`config.mk`:
```
export PLATFORM = sky130hd
export DESIGN_NAME = retire_line_buffer
export DESIGN_NICKNAME = d
export VERILOG_FILES = /design/src/rtl/lbuf_pkg.sv /design/src/rtl/lbuf_store.sv /design/src/rtl/lbuf_ctrl.sv /design/src/rtl/retire_line_buffer.sv
export SDC_FILE = /design/constraint.sdc
export NUM_CORES = 1
export LEC_CHECK = 0
export BUFFER_PORTS_ARGS = -buffer_cell sky130_fd_sc_hd__clkbuf_2
export CELL_PAD_IN_SITES_DETAIL_PLACEMENT = 0
export CELL_PAD_IN_SITES_GLOBAL_PLACEMENT = 1
export CORE_UTILIZATION = 30
export CTS_BUF_LIST = sky130_fd_sc_hd__clkbuf_4 sky130_fd_sc_hd__clkbuf_8 sky130_fd_sc_hd__clkbuf_16
export DETAILED_ROUTE_END_ITERATION = 6
export PLACE_DENSITY = 0.62
export REMOVE_ABC_BUFFERS = 1
export SLEW_MARGIN = 20
export SYNTH_ARGS = -nofsm -noshare
export SYNTH_HDL_FRONTEND = slang
export SYNTH_HIERARCHICAL = 1
export SYNTH_SLANG_ARGS = --single-unit
```
`constraint.sdc`:
```
create_clock -name clk -period 12.32 [get_ports clk]
set_clock_uncertainty 0.2 [all_clocks]
set_input_delay 3.696 -clock clk [delete_from_list [all_inputs] [get_ports clk]]
set_output_delay 3.696 -clock clk [all_outputs]
set_load 0.05 [all_outputs]
```
`src/rtl/lbuf_pkg.sv`:
```
package lbuf_pkg;
  // per-cycle commands from control to the storage array
  typedef struct packed {
    logic wrEn;      // write the incoming line at the write index
    logic popEn;     // free the entry at the pop index
    logic clearAll;  // drop every entry
  } strobe_t;
endpackage

```
`src/rtl/lbuf_store.sv`:
```
module lbuf_store #(
  parameter int DEPTH = 16,
  parameter int TAG_W = 42,
  localparam int IDXW = $clog2(DEPTH)
) (
  input  logic                 clk,
  input  logic                 rstN,
  input  lbuf_pkg::strobe_t    stb,
  input  logic [IDXW-1:0]      wrIdx,
  input  logic [TAG_W-1:0]     wrTag,
  input  logic [IDXW-1:0]      popIdx,
  output logic [TAG_W-1:0]     rdTag,
  output logic [DEPTH-1:0]     hitVec
);
  logic [DEPTH-1:0] valid;
  logic [TAG_W-1:0] tags [DEPTH];

  always_ff @(posedge clk) begin
    if (!rstN || stb.clearAll) begin
      valid <= '0;
    end else begin
      if (stb.popEn) valid[popIdx] <= 1'b0;
      if (stb.wrEn)  valid[wrIdx]  <= 1'b1;
    end
  end

  always_ff @(posedge clk) begin
    if (stb.wrEn) tags[wrIdx] <= wrTag;
  end

  // parallel compare against every held line
  for (genvar g = 0; g < DEPTH; g++) begin : g_cmp
    assign hitVec[g] = valid[g] && (tags[g] == wrTag);
  end

  assign rdTag = tags[popIdx];
endmodule

```
`src/rtl/lbuf_ctrl.sv`:
```
module lbuf_ctrl #(
  parameter int DEPTH = 16,
  localparam int IDXW = $clog2(DEPTH),
  localparam int CNTW = $clog2(DEPTH + 1)
) (
  input  logic               clk,
  input  logic               rstN,
  input  logic               retireValid,
  input  logic               flush,
  input  logic               drainStart,
  input  logic               drainNext,
  input  logic [DEPTH-1:0]   hitVec,
  output lbuf_pkg::strobe_t  stb,
  output logic [IDXW-1:0]    wrIdx,
  output logic [IDXW-1:0]    popIdx,
  output logic               drainValid,
  output logic               drainDone
);
  logic [IDXW-1:0] head, tail;
  logic [CNTW-1:0] count, left;
  logic            draining;
  logic            pop, ins, ovw, hit, full, startNow;
  logic [DEPTH-1:0] popMask;

  function automatic logic [IDXW-1:0] nextIdx(input logic [IDXW-1:0] i);
    return (i == IDXW'(DEPTH - 1)) ? '0 : i + 1'b1;
  endfunction

  always_comb begin
    pop      = draining && (left != '0) && drainNext && !flush;
    popMask  = pop ? (DEPTH'(1) << head) : '0;
    hit      = |(hitVec & ~popMask);
    ins      = retireValid && !flush && !hit;
    full     = (count == CNTW'(DEPTH));
    ovw      = ins && full && !pop;
    startNow = !draining && drainStart;
  end

  always_ff @(posedge clk) begin
    if (!rstN) begin
      head <= '0; tail <= '0; count <= '0; left <= '0; draining <= 1'b0;
    end else if (flush) begin
      head <= '0; tail <= '0; count <= '0; left <= '0;
      draining <= startNow || (draining && left != '0);
    end else begin
      if (pop || ovw) head <= nextIdx(head);
      if (ins)        tail <= nextIdx(tail);
      count <= count + CNTW'(ins) - CNTW'(pop) - CNTW'(ovw);
      if (startNow) begin
        draining <= 1'b1;
        left     <= count - CNTW'(ovw);
      end else if (draining) begin
        if (left == '0) draining <= 1'b0;
        else left <= left - CNTW'(pop) - CNTW'(ovw);
      end
    end
  end

  assign stb.wrEn     = ins;
  assign stb.popEn    = pop;
  assign stb.clearAll = flush;
  assign wrIdx        = tail;
  assign popIdx       = head;
  assign drainValid   = draining && (left != '0);
  assign drainDone    = draining && (left == '0);
endmodule

```
`src/rtl/retire_line_buffer.sv`:
```
module retire_line_buffer #(
  parameter int DEPTH    = 16,
  parameter int ADDR_W   = 48,
  parameter int LINE_OFS = 6,
  localparam int TAG_W = ADDR_W - LINE_OFS,
  localparam int IDXW  = $clog2(DEPTH)
) (
  input  logic              clk,
  input  logic              rstN,
  input  logic              retireValid,
  input  logic [ADDR_W-1:0] retireAddr,
  input  logic              flush,
  input  logic              drainStart,
  input  logic              drainNext,
  output logic              drainValid,
  output logic [TAG_W-1:0]  drainAddr,
  output logic              drainDone
);
  lbuf_pkg::strobe_t stb;
  logic [IDXW-1:0]   wrIdx, popIdx;
  logic [DEPTH-1:0]  hitVec;
  logic [TAG_W-1:0]  lineTag;

  assign lineTag = retireAddr[ADDR_W-1:LINE_OFS];

  lbuf_ctrl #(.DEPTH(DEPTH)) u_ctrl (
    .clk(clk), .rstN(rstN), .retireValid(retireValid), .flush(flush),
    .drainStart(drainStart), .drainNext(drainNext), .hitVec(hitVec),
    .stb(stb), .wrIdx(wrIdx), .popIdx(popIdx),
    .drainValid(drainValid), .drainDone(drainDone)
  );

  lbuf_store #(.DEPTH(DEPTH), .TAG_W(TAG_W)) u_store (
    .clk(clk), .rstN(rstN), .stb(stb), .wrIdx(wrIdx), .wrTag(lineTag),
    .popIdx(popIdx), .rdTag(drainAddr), .hitVec(hitVec)
  );
endmodule

```
==> results.yml <==
global_routing:
  use_met2_pct: 30.8
  grt_use_total_pct: 20.3
  grt_pass1_wl_mm: 171
  overflow: 0
  antenna_found_initial: 7
  grt_pass1_vias: 21004
  busiest_layer: "met2"
  grt_max_degree: 104
  grt_util_met3_pct: 4.97
  met1_usage_pct: 29.1
logic_synthesis:
  ys_ff_latch: 707
  yosys-top-cells-area: "edfxtp_1 (57%), xor2_1 (11%), mux4_2 (11%)"
  synth.top_cell.area_share_pct: 57.1
  ys_top_cells_by_count: "edfxtp_1 (672), xor2_1 (457), xnor2_1 (204)"
  synth_area_um2: 35300
  synth_area_per_cell_um2: 15.3
  ys_types: 66
  synth_largest_area_cell: "edfxtp_1"
  synth_edf_count: 672
  yosys_warnings: 6
  ys.flop_type: "edfxtp_1"
  synth-seq-area-share_pct: 59.1
  yosysMostFrequentCell: "edfxtp_1"
  syn_inst: 2315
  synth_async_sr_flop_share_pct: 0
timing:
  fin_tns_setup_ps: 0
  grt_setup_unrepaired: "no"
  slew_violations: 0
  worstMarginPinSlew_ps: 1030
  fin_crit_ps: 8780
  post-route-period-util_pct: 71.3
  slew_headroom_pct: 31.4
  hold_violations: 0
  timing.fmax_mhz: 114
  setup-violations-final: 0
pwr:
  power.density_nw_per_um2: 134
  leakage_nw: 12.7
  vdd_drop_max_mv: 0.106
worst_setup_path:
  slowest_stage: "nor4_1"
  crit_chain: "clkbuf_2, xor2_1, nor4_1, nand4_1, nor4_1, nor2_1, o211a_1, o2111a_1, and4_4, or2_1, ha_1, ha_1, inv_1, ha_1, a21oi_1, nor2_1, or3_1, a21oi_1"
  critical_path_buf_inv_count: 2
  worstPathRequired_ps: 12670
  r2r_end: "u_ctrl/count[4]"
  r2r_slack_ps: 6870
  crit_top_cell: "ha_1"
  r2r_start: "u_store/tags[11][26]"
  cp_data_arrival_time_ps: 9130
  worst-path-max-fanout: 32
  startpoint: "retireAddr[32]"
  critical-path-top-delay-family: "simple AND/OR/NAND/NOR gates"
  start_kind: "input pin"
  worstSetupPathType: "input pin to flop"
  reg2reg_depth: 17
  endpoint: "u_ctrl/count[4]"
  cp-end-kind: "flop"
  critical_path_depth: 18
  slowest_delay_ps: 780
cts:
  cts_tree: "done"
  cts_hold_buf: 0
  ctsResizeCount: 0
  cts_sinks: 707
  cts_setup_buffers: 0
  cts_max_level: 3
  max-clock-path-buffers: 3
  cts_made_buffers: 80
  path_clk_slew_ps: 60
  clk_latency_ps: 650
  cts_root_buf: "clkbuf_16"
floorplanning:
  die_w_um: 345
  core_um2: 117000
  start_util_pct: 30.3
  die_y_um: 345
  fp-row-count: 125
  ios: 98
  die_area_um2: 119000
detailed_routing:
  drc: 0
  vias: 21649
  viasPerCell: 5.43
  drt_iter0_markers: 3107
  routedWlPerCell_um: 31.2
  drt-total-wl_mm: 124
  ant_nets: 0
  drt_pass1_iterations: 6
placement:
  io_buffers: 91
  gp_congestion: 0.919
  dp.cells: 3836
  dp_hpwl_mm: 88.1
flow_run:
  cap_violations: 0
run_status:
  outcome: "completed"
finish:
  finalNonFillerCells: 3984
  layout.nets: 2467
  drive_gt1_share_pct: 20.1
  syn_to_final_growth_pct: 13.0
hold_path:
  hold_path.class: "flop to flop"
[logic make-up after synthesis]
logic type                 synth area share [%]
AOI/OAI and AO/OA                          3.39
xor gates and xnor gates                   16.6
adders and majority gates                 0.694
buffers and inverters                      2.99
DFF                                        59.1
muxes                                      10.7
and+or+nand+nor                            6.52
[layout by cell type (no fill, tap or decap), types with 28 or more instances in the layout]
cell / n
nor2_1: 40
xnor2_1: 204
edfxtp_1: 672
nor3_1: 29
dfxtp_1: 33
clkbuf_2: 91
mux4_2: 168
nand4_1: 74
clkbuf_16: 81
nor4_1: 105
a22oi_1: 84
xor2_1: 457
buf_4: 55
inv_1: 28
nand2_1: 63
[final cells by class]
cell class / instances / area, um2
clock inverter: 50 / 422
tap: 1524 / 1910
timing repair buffer: 149 / 928
antenna: 1 / 2.50
multi-input combinational: 1423 / 13500
inverter: 33 / 124
clock buffer: 97 / 2150
sequential: 707 / 20900
fill: 11147 / 76600
[worst reg2reg max path, delay by kind of cell (launching register included)]
family                     cells  cell delay [ps]
DFF                            1              420
adders and majority gates      3              710
AOI/OAI and AO/OA              4              730
and+or+nand+nor                8             3090
xor gates and xnor gates       1              180
buffers and inverters          1               40
[power by group]
group	total, W	internal, W	switching, W	leakage, nW
Clock	0.00237	0.00136	0.00101	1.29
Sequential	0.00265	0.00264	0.00000712	6.34
Combinational	0.000350	0.0000923	0.000257	5.03
Total	0.00537	0.00409	0.00128	12.7
[through the flow]
step	hold slack, ps	util (%)	total power (W)	worst slack (ps)	area, um2
2_1_floorplan	255	-	0.00284	-1150	34400
3_3_place_gp	311	32.0	0.00304	3000	37300
3_5_place_dp	314	32.0	0.00304	3030	37300
4_1_cts	330	34.2	0.00540	3720	39900
5_1_grt	350	34.2	0.00550	3360	39900
6_report	330	34.3	0.00537	3540	39900
[layer usage]
metal / share of wire [%] / wire length, um
met4: 2.3 / 2870
met5: 0.047 / 58
met2: 45 / 55500
met1: 43 / 53100
met3: 10 / 12700
[registers in the layout (all words and copies together), names as in the netlist]
name	count
u_ctrl/count	5
u_ctrl/draining	1
u_ctrl/left	5
u_ctrl/popIdx	4
u_ctrl/wrIdx	4
u_store/tags	672
u_store/valid	16
[how the worst min path moves through the flow]
stage                                  from           endpoint  slack, ps  cells past startpoint
final                     u_store/valid[10]  u_store/valid[10]        330                      2
after global routing      u_store/valid[10]  u_store/valid[10]        350                      2
after CTS                 u_store/valid[10]  u_store/valid[10]        330                      2
after detailed placement  u_store/valid[10]  u_store/valid[10]        310                      2
after global placement    u_store/valid[10]  u_store/valid[10]        310                      2
after floorplan           u_store/valid[10]  u_store/valid[10]        250                      2
No activity file was read; power rests on OpenSTA's default activity.
